`src/rtl/gpio_irq_pkg.sv`:
```
package gpio_irq_pkg;

   // Register offsets inside one bank slot (byte addresses)
   localparam int OFS_PEND  = 'h00;
   localparam int OFS_ENSET = 'h04;
   localparam int OFS_DIS   = 'h08;
   localparam int OFS_MASK  = 'h0C;
   localparam int OFS_TYPE  = 'h10;
   localparam int OFS_POL   = 'h14;
   localparam int OFS_BOTH  = 'h18;
   localparam int OFS_LAST  = OFS_BOTH + 4;

   typedef enum logic [1:0] {
      SENSE_LEVEL  = 2'd0,
      SENSE_SINGLE = 2'd1,
      SENSE_BOTH   = 2'd2
   } sense_e;

   function automatic sense_e sense_of(logic is_edge, logic both);
      if (!is_edge)  return SENSE_LEVEL;
      else if (both) return SENSE_BOTH;
      else           return SENSE_SINGLE;
   endfunction

   // One pin's event for this cycle
   function automatic logic pin_event(logic is_edge, logic pol, logic both,
                                      logic cur, logic prev);
      logic rise;
      logic fall;
      logic fire;
      rise = cur & ~prev;
      fall = ~cur & prev;
      case (sense_of(is_edge, both))
         SENSE_LEVEL:  fire = (cur == pol);
         SENSE_BOTH:   fire = rise | fall;
         default:      fire = pol ? rise : fall;
      endcase
      return fire;
   endfunction

endpackage

```
`src/rtl/gpio_irq_sync.sv`:
```
module gpio_irq_sync #(
   parameter int WIDTH  = 32,
   parameter int STAGES = 2
) (
   input  logic             clk,
   input  logic             rst_n,
   input  logic [WIDTH-1:0] raw_in,
   output logic [WIDTH-1:0] sync_out
);

   if (STAGES < 2) begin : g_bad_stages
      $error("gpio_irq_sync: STAGES must be at least 2");
   end

   logic [WIDTH-1:0] chain_q [STAGES];

   always_ff @(posedge clk or negedge rst_n) begin
      if (!rst_n) chain_q[0] <= '0;
      else        chain_q[0] <= raw_in;
   end

   for (genvar s = 1; s < STAGES; s++) begin : g_stage
      always_ff @(posedge clk or negedge rst_n) begin
         if (!rst_n) chain_q[s] <= '0;
         else        chain_q[s] <= chain_q[s-1];
      end
   end

   assign sync_out = chain_q[STAGES-1];

endmodule

```
`src/rtl/gpio_irq_detect.sv`:
```
module gpio_irq_detect #(
   parameter int PINS = 32
) (
   input  logic            clk,
   input  logic            rst_n,
   input  logic [PINS-1:0] lvl,
   input  logic [PINS-1:0] cfg_edge,
   input  logic [PINS-1:0] cfg_pol,
   input  logic [PINS-1:0] cfg_both,
   output logic [PINS-1:0] hit
);

   logic [PINS-1:0] prev_q;

   always_ff @(posedge clk or negedge rst_n) begin
      if (!rst_n) prev_q <= '0;
      else        prev_q <= lvl;
   end

   for (genvar p = 0; p < PINS; p++) begin : g_pin
      assign hit[p] = gpio_irq_pkg::pin_event(cfg_edge[p], cfg_pol[p],
                                              cfg_both[p], lvl[p], prev_q[p]);
   end

endmodule

```
`src/rtl/gpio_irq_bank.sv`:
```
module gpio_irq_bank
   import gpio_irq_pkg::*;
#(
   parameter int PINS        = 32,
   parameter int DATA_W      = 32,
   parameter int OFS_W       = 6,
   parameter int SYNC_STAGES = 2
) (
   input  logic              clk,
   input  logic              rst_n,
   input  logic              sel_we,
   input  logic [OFS_W-1:0]  ofs,
   input  logic [DATA_W-1:0] wdata,
   input  logic [PINS-1:0]   pin_raw,
   output logic [DATA_W-1:0] rdata,
   output logic [PINS-1:0]   pend,
   output logic [PINS-1:0]   enab,
   output logic              req
);

   localparam logic [OFS_W-1:0] A_PEND  = OFS_W'(OFS_PEND);
   localparam logic [OFS_W-1:0] A_ENSET = OFS_W'(OFS_ENSET);
   localparam logic [OFS_W-1:0] A_DIS   = OFS_W'(OFS_DIS);
   localparam logic [OFS_W-1:0] A_MASK  = OFS_W'(OFS_MASK);
   localparam logic [OFS_W-1:0] A_TYPE  = OFS_W'(OFS_TYPE);
   localparam logic [OFS_W-1:0] A_POL   = OFS_W'(OFS_POL);
   localparam logic [OFS_W-1:0] A_BOTH  = OFS_W'(OFS_BOTH);

   logic [PINS-1:0] en_q, pend_q, type_q, pol_q, both_q;
   logic [PINS-1:0] lvl, hit, clr, wbits;

   assign wbits = wdata[PINS-1:0];

   gpio_irq_sync #(.WIDTH(PINS), .STAGES(SYNC_STAGES)) u_sync (
      .clk      (clk),
      .rst_n    (rst_n),
      .raw_in   (pin_raw),
      .sync_out (lvl)
   );

   gpio_irq_detect #(.PINS(PINS)) u_det (
      .clk      (clk),
      .rst_n    (rst_n),
      .lvl      (lvl),
      .cfg_edge (type_q),
      .cfg_pol  (pol_q),
      .cfg_both (both_q),
      .hit      (hit)
   );

   assign clr = (sel_we && ofs == A_PEND) ? wbits : '0;

   always_ff @(posedge clk or negedge rst_n) begin
      if (!rst_n) begin
         en_q   <= '0;
         pend_q <= '0;
         type_q <= '0;
         pol_q  <= '0;
         both_q <= '0;
      end else begin
         // a new event in the same cycle overrides a clear
         pend_q <= (pend_q & ~clr) | hit;
         if (sel_we) begin
            case (ofs)
               A_ENSET: en_q   <= en_q | wbits;
               A_DIS:   en_q   <= en_q & ~wbits;
               A_TYPE:  type_q <= wbits;
               A_POL:   pol_q  <= wbits;
               A_BOTH:  both_q <= wbits;
               default: ;
            endcase
         end
      end
   end

   always_comb begin
      case (ofs)
         A_PEND:  rdata = DATA_W'(pend_q);
         A_MASK:  rdata = DATA_W'(~en_q);
         A_TYPE:  rdata = DATA_W'(type_q);
         A_POL:   rdata = DATA_W'(pol_q);
         A_BOTH:  rdata = DATA_W'(both_q);
         default: rdata = '0;
      endcase
   end

   assign pend = pend_q;
   assign enab = en_q;
   assign req  = |(pend_q & en_q);

endmodule

```
`src/rtl/gpio_irq_ctrl.sv`:
```
module gpio_irq_ctrl
   import gpio_irq_pkg::*;
#(
   parameter int NUM_BANKS   = 2,
   parameter int PINS        = 32,
   parameter int DATA_W      = 32,
   parameter int BANK_STRIDE = 'h40,
   parameter int ADDR_W      = 8,
   parameter int SYNC_STAGES = 2
) (
   input  logic                      clk,
   input  logic                      rst_n,
   input  logic                      bus_we,
   input  logic [ADDR_W-1:0]         bus_addr,
   input  logic [DATA_W-1:0]         bus_wdata,
   output logic [DATA_W-1:0]         bus_rdata,
   input  logic [NUM_BANKS*PINS-1:0] pin_in,
   output logic                      irq_out
);

   localparam int OFS_W  = $clog2(BANK_STRIDE);
   localparam int BIDX_W = ADDR_W - OFS_W;
   localparam int TOTAL  = NUM_BANKS * PINS;

   if (PINS < 1 || PINS > DATA_W) begin : g_bad_pins
      $error("gpio_irq_ctrl: PINS must be 1..DATA_W");
   end
   if ((1 << OFS_W) != BANK_STRIDE || BANK_STRIDE < OFS_LAST) begin : g_bad_stride
      $error("gpio_irq_ctrl: BANK_STRIDE must be a power of two covering all registers");
   end
   if (BIDX_W < 1 || (1 << BIDX_W) < NUM_BANKS) begin : g_bad_addr
      $error("gpio_irq_ctrl: ADDR_W too small for NUM_BANKS");
   end

   logic [OFS_W-1:0]  ofs;
   logic [BIDX_W-1:0] bidx;
   logic [DATA_W-1:0] rd_bank [NUM_BANKS];
   logic [NUM_BANKS-1:0] req_bank;
   logic [TOTAL-1:0]  pend_all;
   logic [TOTAL-1:0]  enab_all;
   logic              irq_q;

   assign ofs  = bus_addr[OFS_W-1:0];
   assign bidx = bus_addr[ADDR_W-1:OFS_W];

   for (genvar b = 0; b < NUM_BANKS; b++) begin : g_bank
      logic sel;
      assign sel = bus_we && (bidx == BIDX_W'(b));

      gpio_irq_bank #(
         .PINS(PINS), .DATA_W(DATA_W), .OFS_W(OFS_W), .SYNC_STAGES(SYNC_STAGES)
      ) u_bank (
         .clk     (clk),
         .rst_n   (rst_n),
         .sel_we  (sel),
         .ofs     (ofs),
         .wdata   (bus_wdata),
         .pin_raw (pin_in[b*PINS +: PINS]),
         .rdata   (rd_bank[b]),
         .pend    (pend_all[b*PINS +: PINS]),
         .enab    (enab_all[b*PINS +: PINS]),
         .req     (req_bank[b])
      );
   end

   always_comb begin
      bus_rdata = '0;
      for (int b = 0; b < NUM_BANKS; b++) begin
         if (bidx == BIDX_W'(b)) bus_rdata = rd_bank[b];
      end
   end

   always_ff @(posedge clk or negedge rst_n) begin
      if (!rst_n) irq_q <= 1'b0;
      else        irq_q <= |req_bank;
   end

   assign irq_out = irq_q;

endmodule

```
`config.mk`:
```
export PLATFORM = sky130hd
export DESIGN_NAME = gpio_irq_ctrl
export DESIGN_NICKNAME = d
export VERILOG_FILES = /design/src/rtl/gpio_irq_pkg.sv /design/src/rtl/gpio_irq_sync.sv /design/src/rtl/gpio_irq_detect.sv /design/src/rtl/gpio_irq_bank.sv /design/src/rtl/gpio_irq_ctrl.sv
export SDC_FILE = /design/constraint.sdc
export NUM_CORES = 1
export LEC_CHECK = 0
export BUFFER_PORTS_ARGS = -buffer_cell sky130_fd_sc_hd__buf_2
export CAP_MARGIN = 20
export CELL_PAD_IN_SITES_DETAIL_PLACEMENT = 0
export CELL_PAD_IN_SITES_GLOBAL_PLACEMENT = 1
export CORE_MARGIN = 4
export CORE_UTILIZATION = 39
export DETAILED_ROUTE_END_ITERATION = 6
export PLACE_DENSITY = 0.7
export SLEW_MARGIN = 20
export SYNTH_ARGS = -nofsm -noshare
export SYNTH_HDL_FRONTEND = slang
export SYNTH_SLANG_ARGS = --single-unit
```
`constraint.sdc`:
```
create_clock -name clk -period 3.92 [get_ports clk]
set_clock_uncertainty 0.2 [all_clocks]
set_input_delay 0.392 -clock clk [delete_from_list [all_inputs] [get_ports clk]]
set_output_delay 0.392 -clock clk [all_outputs]
set_load 0.05 [all_outputs]
```
* After elaboration in Yosys (flattened, before gate mapping) *
Cells that the tools add are included.

cells by class
  mux-type cells = 264
  equal/unequal tests = 135
  $lt $le $gt $ge = 0
  div/mod/pow operators = 0
  bitwise operators = 335
  reduce and logical (&&, ||, !) cells = 80
  multipliers = 0
  add/sub/neg operators = 0
  shift-type cells = 0

operators by type and width
  cell                                                             number
  32-bit one-hot mux with 5 select lines                           2
  2-bit two-way mux                                                128
  32-bit AND                                                       6
  32-bit NOT                                                       5
  2-bit zero test                                                  65
  1-bit AND                                                        128
  2-bit == test, second input constant                             64
  32-bit two-way mux                                               4
  1-bit NOT                                                        128
  32-bit OR                                                        4
  1-bit one-hot mux with 2 select lines                            64
  32-bit one-hot mux with 2 select lines                           2
  1-bit == test                                                    64
  1-bit two-way mux                                                64
  1-bit OR                                                         64
  64-bit OR reduction                                              1
  6-bit by 5-bit == test with 1-bit output, second input constant  3
  2-bit AND reduction                                              8
  6-bit by 4-bit == test with 1-bit output, second input constant  2
  6-bit by 3-bit == test with 1-bit output, second input constant  1
  6-bit zero test                                                  1
  1-bit logical AND                                                4
  2-bit by 1-bit == test with 1-bit output, second input constant  1
  2-bit nonzero test                                               1

storage, ports and cells
  memories = 0
  register bits after elaboration = 513
  bits in latches = 0
  memory bits (writable) = 0
  memory bits (read-only) = 0
  word-level logic and storage cells = 831

* Depth between registers and ports, before layout *
Gate-level depths: netlist (run 1).

  depth in word-level cells = 7
  depth in mapped cells = 8
  depth with buffers taken out = 6

* Cells and area by module *
Synthesis (run 1) repeated with hierarchy kept, for this count alone.

unflattened totals
  cell total of the unflattened synthesis = 2,169
  area, all modules = 26,285.2 µm²

by module, submodules not included
  module                             cells each  times used  area an instance (µm²)
  gpio_irq_bank at g_bank[0].u_bank  630         1           7,731.2
  gpio_irq_bank at g_bank[1].u_bank  631         1           7,727.4
  gpio_irq_detect                    320         2           3,283.1
  gpio_irq_sync                      96          2           1,841.8
  gpio_irq_ctrl                      76          1           576.8

* Least setup slack after synthesis (run 1) *
Ideal clock, no wire load.

  path type = input-to-output
  from = input bus_addr[5]
  to = output bus_rdata[10]
  arrival time = 2,936 ps
  cell stages on the path = 7
  required time = 3,328 ps
  slack = 392 ps
  cells stage by stage = or4_4 > buf_2 > buf_2 > clkbuf_1 > nor3_1 > a21oi_1 > a211oi_1

between the ends
  word-level cells in the longest chain between the ends = 4

RTL lines
  element                                                                 line                 source
  from (decl)                                                             gpio_irq_ctrl.sv:14  input logic [ADDR_W-1:0] bus_addr,
  6-bit by 5-bit == test with 1-bit output, or another cell as far along  gpio_irq_bank.sv:77  case (ofs)
  32-bit one-hot mux with 5 select lines                                  gpio_irq_bank.sv:77
  32-bit two-way mux                                                      gpio_irq_ctrl.sv:69  if (bidx == BIDX_W'(b)) bus_rdata = rd_bank[b];
  32-bit two-way mux *                                                    gpio_irq_ctrl.sv:69
  to (decl)                                                               gpio_irq_ctrl.sv:16  output logic [DATA_W-1:0] bus_rdata,

Mark *: on every way between the ends. The rest lies on a longest branch, timed or not.

* Worst setup path after layout (run 1) *
  from = input bus_addr[2]
  to = output bus_rdata[30]

The elaborated chain is that of the path after synthesis.

==> summary.txt, run 1 <==
Timing
  – Max Clk Rate: approximately 300 MHz
  – Unrepaired setup endpoints after global routing: false
  – Period utilization: between 80% and 90%
  – Rel. slew slack: 38.1%
  – Final hold violations: 0
  – Final Max Tran Viols: 0
  – Least-Margin Pin Slew: 0.929 ns
  – Setup Viol. Count Final: 0
  – Tmin final: approximately 3.4 ns
  – Hold WS: approximately 0.14 ns
  – PnR worst setup slack: roughly 0.57 ns
  – Setup_tns: 0 ns

Global route
  – Number of antenna violations at the first check in global routing: 2
  – Total gr overflow: 0
  – Gr usage total: between 20% and 30%
  – Vias in the first global route: 18507
  – Largest net degree at the start of global routing: 85
  – First-pass GRT wire length: about 110000 µm

Clock tree
  – H-Tree Depth: 2
  – Worst skew pair latency: between 0.6 and 0.7 ns
  – Post-CTS Setup Inserts: 0
  – # clock sinks: around 500
  – CTS root buf: clkbuf_16
  – Clock Path Buffers: 3
  – Num CTS Buffers: just under 60
  – Post-CTS Hold Buffers: just under 100
  – Clock Pin Slew Worst Setup and Hold Paths: roughly 0.05 ns
  – Post_cts resized: 0
  – CTS tree: done

Route
  – Drt drc: 0
  – Final wirelength: roughly 73000 µm
  – Via density: approximately 5.5
  – Antenna-violating nets left: 0
  – Pre-antenna DRT Iters: 5
  – Routed WL per cell: roughly 22 µm
  – Via count: 18395
  – Initial DRC count: approximately 1500

Worst setup path
  – Critical path class: input port to output pin
  – Required @ worst endpoint: 3.33 ns
  – Worst-path fanout max: 44
  – CP endpoint kind: output pin
  – Startpoint class of the critical path: input port
  – Critical Path AT: between 2 and 3 ns

Die
  – I/O pins: 140
  – Initial core utilization: roughly 40%
  – Die height: 261 µm
  – Chip width: 261 µm
  – Core area: ~63000 µm²
  – DIE AREA: around 70000 µm²
  – Row count: between 90 and 100

Yosys
  – Yosys Warn Count: 0
  – Cells after Synth: around 2200
  – Mapped cell area: approximately 25000 µm²
  – Syn avg cell area: 11.2 µm²
  – Ys async rst share: 100%
  – Synth Net Count: 2463
  – Register area share after synthesis: 51.4%
  – Ys flop type: dfrtp_1
  – Cell variety after synth: 47
  – Number of synthesized register bits: about 510
  – Post-synth EDFFs: 0

Pwr
  – P_sw: approximately 3200 µW
  – PwrDens: 431 nW/µm²
  – Share of total power in the clock network: roughly 46%
  – Flop pwr share: 44.8%
  – Peak VDD IR: 0.000317 V
  – Power Total: 13100 µW
  – Power Internal: around 9900 µW
  – Net Sw Frac: 24.5%
  – Lkg Pwr: between 0.01 and 0.015 µW
  – Logic gate share of total power: roughly a tenth

Cells and area
  – Layout area overhead: 21.4%
  – Final net count: around 2700
  – Share of layout cells above drive strength 1: 19.7%
  – Ant. Diodes: 0
  – Fin area: roughly 30000 µm²

Place
  – IO Port Bufs: approximately 140
  – Detailed placement HPWL: 47100 µm
  – Pre-CTS WS: 0.610 ns
  – Placed cell area: 27200 µm²
  – Placer Congestion: between 0.8 and 0.9

Min path
  – Hold Path Class: register to register

Run status
  – Outcome: complete, no violations

Flow run
  – Number of max-cap violations: 0
-- placed cells by master (no fill, tap or decap), types with 18 or more instances in the layout --
cell	n
o2bb2ai_1	18
nor2_1	64
o21ai_0	31
nand2_1	95
nand3b_1	34
clkbuf_16	61
nor4_1	31
ha_1	128
buf_4	38
mux2i_1	64
dfrtp_1	513
buf_2	108
a31oi_1	64
buf_12	46
a21oi_1	193
nor3_1	94
a221o_1	64
mux2_2	115
nor2b_1	64
xor2_1	64
or3b_2	32
a211oi_1	97
mux2_4	30
dlygate4sd3_1	97
inv_1	160
-- critical path, cell delays in order --
cell	delay, ns
buf_2	0.13
or4_4	0.58
buf_4	0.33
o31ai_1	0.35
a211oi_1	0.10
a211oi_1	0.64
buf_12	0.22
-- power groups by stage --
| stage | logic (µW) | clock network (µW) | registers [µW] |
|---|---|---|---|
| 2_1_floorplan | 722 | 0 | 5830 |
| 3_3_place_gp | 1120 | 0 | 5930 |
| 3_5_place_dp | 1150 | 0 | 5940 |
| 4_1_cts | 1240 | 6130 | 5850 |
| 5_1_grt | 1380 | 6350 | 5880 |
| 6_report | 1230 | 5980 | 5850 |
-- through the flow --
| step | utilization, % | std cells |
|---|---|---|
| after floorplan | - | 2228 |
| after global placement | 43.0 | 3116 |
| after detailed placement | 43.0 | 3116 |
| after CTS | 48.0 | 3323 |
| after global routing | 48.0 | 3323 |
| final | 48.0 | 3323 |
-- synth_stat cells (all sizes together), types with 2 or more instances --
cell | number | share of area (%)
a211oi | 97 | 2.9
nand3b | 34 | 1.0
or4 | 2 | 0.075
o21ai | 32 | 0.64
ha | 128 | 6.4
a21boi | 17 | 0.51
inv | 160 | 2.4
buf | 47 | 1.1
nor3 | 96 | 2.0
a221o | 64 | 2.6
dfrtp | 513 | 51
or3b | 33 | 1.2
xor2 | 64 | 2.2
nor2 | 67 | 1.0
o21a | 14 | 0.42
a2bb2oi | 14 | 0.49
mux2i | 64 | 2.6
nand4 | 4 | 0.10
a22o | 16 | 0.56
a221oi | 16 | 0.56
mux2 | 161 | 7.7
a31oi | 64 | 1.6
nor2b | 65 | 1.6
or4b | 3 | 0.12
o2bb2ai | 18 | 0.63
nor4 | 35 | 1.1
a21oi | 193 | 3.9
nand2 | 96 | 1.4
clkbuf | 105 | 1.6
-- logic make-up (layout without fill, tap and decap cells) --
kind of cell             count (synthesis)  in the layout  share of synthesized area, %
adder cells (fa/ha/maj)                128            128                          6.41
flip-flops                             513            513                          51.4
buffers and inverters                  312            561                          5.05
AND/OR/NAND/NOR                        438            438                          9.72
XOR/XNOR                                65             65                          2.28
multiplexers                           225            225                          10.3
AO/OA/AOI/OAI                          547            547                          14.8
-- routing by layer --
layer | vias up | global-route usage, % | share of wire [%]
li1 | 8404 | - | -
met1 | 9310 | 30.0 | 45
met2 | 556 | 34.2 | 46
met3 | 121 | 3.88 | 6.4
met4 | 4 | 6.15 | 2.8
met5 | - | 0 | 0.030
-- final timing paths --
| kind | startpoint | endpoint | slack (ns) | cells after the start |
|---|---|---|---|---|
| hold reg to reg | g_bank[1].u_bank.u_sync.chain_q[37]$_DFF_PN0_ | g_bank[1].u_bank.u_sync.sync_out[5]$_DFF_PN0_ | 0.14 | 0 |
| setup reg to reg | register | irq_out$_DFF_PN0_ | 1.07 | 4 |
| setup / recovery | bus_addr[2] | bus_rdata[30] | 0.57 | 7 |
| hold / removal | g_bank[1].u_bank.u_sync.chain_q[37]$_DFF_PN0_ | g_bank[1].u_bank.u_sync.sync_out[5]$_DFF_PN0_ | 0.14 | 0 |
| max in group asynchronous | rst_n | g_bank[1].u_bank.u_sync.chain_q[44]$_DFF_PN0_ | 2.21 | 3 |
| min in group asynchronous | rst_n | g_bank[1].u_bank.u_sync.chain_q[59]$_DFF_PN0_ | 0.18 | 2 |
-- area by class of cell --
cell class	count	area (µm²)
timing repair buffer	291	2740
inverter	160	601
multi-input combinational	1403	10900
clock buffer	88	1800
clock inverter	22	355
tap	846	1060
sequential	513	12800
fill	5687	32900
Power figures use the tool's default switching activity.
==> inputs of run 2 (changes only) <==
--- a/config.mk
+++ b/config.mk
@@ -12,4 +12,5 @@
 export CORE_MARGIN = 4
 export CORE_UTILIZATION = 39
+export CTS_BUF_LIST = sky130_fd_sc_hd__clkbuf_4 sky130_fd_sc_hd__clkbuf_8
 export DETAILED_ROUTE_END_ITERATION = 6
 export PLACE_DENSITY = 0.7
==> constraint.sdc (replaced) <==
create_clock -name clk -period 3.92 [get_ports clk]
set_clock_uncertainty 0.2 [all_clocks]
set_input_delay 0 -clock clk [delete_from_list [all_inputs] [get_ports clk]]
set_output_delay 0 -clock clk [all_outputs]
set_load 0.05 [all_outputs]
==> run 2 against run 1 <==
Critical endpoint unchanged. Global-route usage up 1.2 points. Largest cell class unchanged. Hold slack got worse by 0.10 ns. Clock power decreased by 8.9%. Total power is 3.5% lower. Non-clock buffer count up 91. Flip-flop and latch count stayed put. Wire length rose by 5.1%.
==> summary.txt, run 2 (synthesized netlist as in run 1, its figures left out) <==
Cells and area
  – Area occupied by multi-input gates: 10900 µm² (about the same)
  – Register area: 12800 µm² (unchanged)
  – Layout area overhead: 22.5% (was 21.4%)
  – Share of layout cells above drive strength 1: 20.4% (was 19.7%)
  – Final net count: 2789 (was 2662)
  – Fin area: 30600 µm² (was 30300 µm²)
  – Non-Filler Instances: 3467 (was 3323)
  – Commonest non-fill, non-tap cell in the layout: dfrtp_1 (unchanged)
  – Fillers: 5763 (was 5687)
  – Most frequent cells in the layout: 513 x dfrtp_1, 203 x dlygate4sd3_1, 193 x a21oi_1 (was 513 x dfrtp_1, 193 x a21oi_1, 160 x inv_1)

Worst setup path
  – Crit path cell chain: dlygate4sd3_1, buf_6, nand2_2, nor2_4, buf_4, a21oi_1, a211oi_1, buf_2 (was buf_2, or4_4, buf_4, o31ai_1, a211oi_1, a211oi_1, buf_12)
  – Flop2flop setup slack: 1.43 ns (was 1.07 ns)
  – Critical Path AT: 2.98 ns (was 2.76 ns)
  – Required @ worst endpoint: 3.72 ns (was 3.33 ns)
  – Worst-path fanout max: 39 (was 44)
  – Critical path class: input port to output pin (unchanged)
  – CP endpoint kind: output pin (unchanged)
  – Worst reg2reg endpoint: irq_out$_DFF_PN0_ (unchanged)
  – Max stage delay on crit path: 0.60 ns (was 0.64 ns)
  – R2R depth: 4 (unchanged)
  – Crit path from: bus_addr[4] (was bus_addr[2])
  – Startpoint class of the critical path: input port (unchanged)
  – Slowest-stage cell, CP: a211oi_1 (unchanged)

Place
  – IO Port Bufs: 139 (unchanged)
  – Detailed placement HPWL: 47000 µm (was 47100 µm)
  – Placer Congestion: 0.833 (was 0.841)
  – Placed cell area: 26500 µm² (was 27200 µm²)
  – Cells after DPL: 3100 (was 3116)

Flow run
  – Number of max-cap violations: 0 (unchanged)

Clock tree
  – # clock sinks: 513 (unchanged)
  – Clock Path Buffers: 3 (unchanged)
  – Clock Pin Slew Worst Setup and Hold Paths: 0.06 ns (was 0.05 ns)
  – Worst skew pair latency: 0.71 ns (was 0.62 ns)
  – Post_cts resized: 0 (unchanged)
  – Num CTS Buffers: 94 (was 58)
  – CTS root buf: clkbuf_8 (was clkbuf_16)
  – H-Tree Depth: 3 (was 2)
  – CTS tree: done (unchanged)

Timing
  – Tmin final: 3.18 ns (was 3.35 ns)
  – Final Max Tran Viols: 0 (unchanged)
  – Least-Margin Pin Slew: 0.946 ns (was 0.929 ns)
  – Unrepaired setup endpoints after global routing: false (unchanged)
  – Max Clk Rate: 314 MHz (was 298 MHz)
  – Period utilization: 81.1% (was 85.5%)
  – Setup_tns: 0 ns (unchanged)
  – Setup Viol. Count Final: 0 (unchanged)
  – Final hold violations: 0 (unchanged)
  – Rel. slew slack: 37.0% (was 38.1%)

Pwr
  – Power Total: 12600 µW (was 13100 µW)
  – Peak VDD IR: 0.000297 V (was 0.000317 V)
  – PwrDens: 412 nW/µm² (was 431 nW/µm²)
  – Lkg Pwr: 0.0142 µW (was 0.0139 µW)

Route
  – Routed WL per cell: 22.1 µm (was 21.9 µm)
  – Drt drc: 0 (unchanged)
  – Final wirelength: 76600 µm (was 72900 µm)
  – Initial DRC count: 1358 (was 1472)
  – Pre-antenna DRT Iters: 5 (unchanged)
  – Via count: 19114 (was 18395)
  – Antenna-violating nets left: 0 (unchanged)
  – Via density: 5.51 (was 5.54)

Global route
  – Total gr overflow: 0 (unchanged)
  – Vias in the first global route: 19337 (was 18507)
  – Gr usage total: 22.5% (was 21.4%)
  – First-pass GRT wire length: 118000 µm (was 112000 µm)
  – Largest net degree at the start of global routing: 119 (was 85)
  – Number of antenna violations at the first check in global routing: 2 (unchanged)

Die
  – Row count: 92 (unchanged)
  – Core area: 63200 µm² (unchanged)
  – I/O pins: 140 (unchanged)
  – DIE AREA: 68100 µm² (unchanged)
  – Initial core utilization: 39.5% (unchanged)
  – Chip width: 261 µm (unchanged)
  – Die height: 261 µm (unchanged)

Min path
  – Hold Crit Start: bus_wdata[9] (was g_bank[1].u_bank.u_sync.chain_q[37]$_DFF_PN0_)
  – Min-Delay Path Depth: 3 (was 0)
  – Hold Path Class: input port to register (was register to register)

Run status
  – Outcome: complete, no violations (unchanged)
-- run 2: cell count changes in the layout (fill, tap and decap cells not counted), sizes merged --
cell         delta
buf            -15
dlygate4sd3   +106
bufinv          -6
diode           +1
clkinv          +1
clkbuf         +55
inv             +2
-- run 2: through the flow --
step / setup slack, ns / hold WS, ns / util (%)
detailed placement: 0.915 / -0.239 / 42.0
CTS: 0.785 / 0.0000597 / 48.4
finish: 0.740 / 0.0452 / 48.4
global placement: 0.953 / -0.234 / 42.0
global route: 0.689 / 0.0360 / 48.4
floorplan: 1.18 / -0.496 / -
-- run 2: how the worst max path moves through the flow --
stage,depth (start not counted),end
floorplan,7,bus_rdata[10]
global placement,5,g_bank[0].u_bank.type_q[1]$_DFFE_PN0P_
detailed placement,5,g_bank[0].u_bank.type_q[1]$_DFFE_PN0P_
CTS,8,bus_rdata[30]
global route,8,bus_rdata[30]
finish,8,bus_rdata[30]
-- run 2: worst max-delay path, delay by kind of cell --
kind	cells	cell delay (ns)
AND/OR/NAND/NOR	2	0.58
AO/OA/AOI/OAI	2	0.72
buffers and inverters	4	1.63
-- run 2: area by class of cell --
cell class,count,area share (%)
flip-flops and latches,513,42.0
multi-input cells,1403,35.7
repair buffers,382,10.3
clock buffers,143,5.92
well taps,846,3.46
inverters,160,1.96
clock inverters,19,0.646
diodes,1,0.00818
-- run 2: layer usage --
| layer | track usage (%) | routed length [µm] | vias to the layer above |
|---|---|---|---|
| met1 | 30.1 | 33000 | 9647 |
| met4 | 9.58 | 3300 | 0 |
| li1 | - | - | 8659 |
| met2 | 35.6 | 35400 | 629 |
| met3 | 4.96 | 4900 | 179 |
| met5 | 0 | 0 | - |
-- run 2: what timing repair did --
item                      in CTS  in global routing
setup buffers                  0                  0
hold buffers                 204                  0
hold endpoints to repair     897                  0
-- run 2: power breakdown --
group	switching, µW	internal (µW)
Sequential	290	5570
Clock	2310	3140
Combinational	699	607
Total	3300	9310
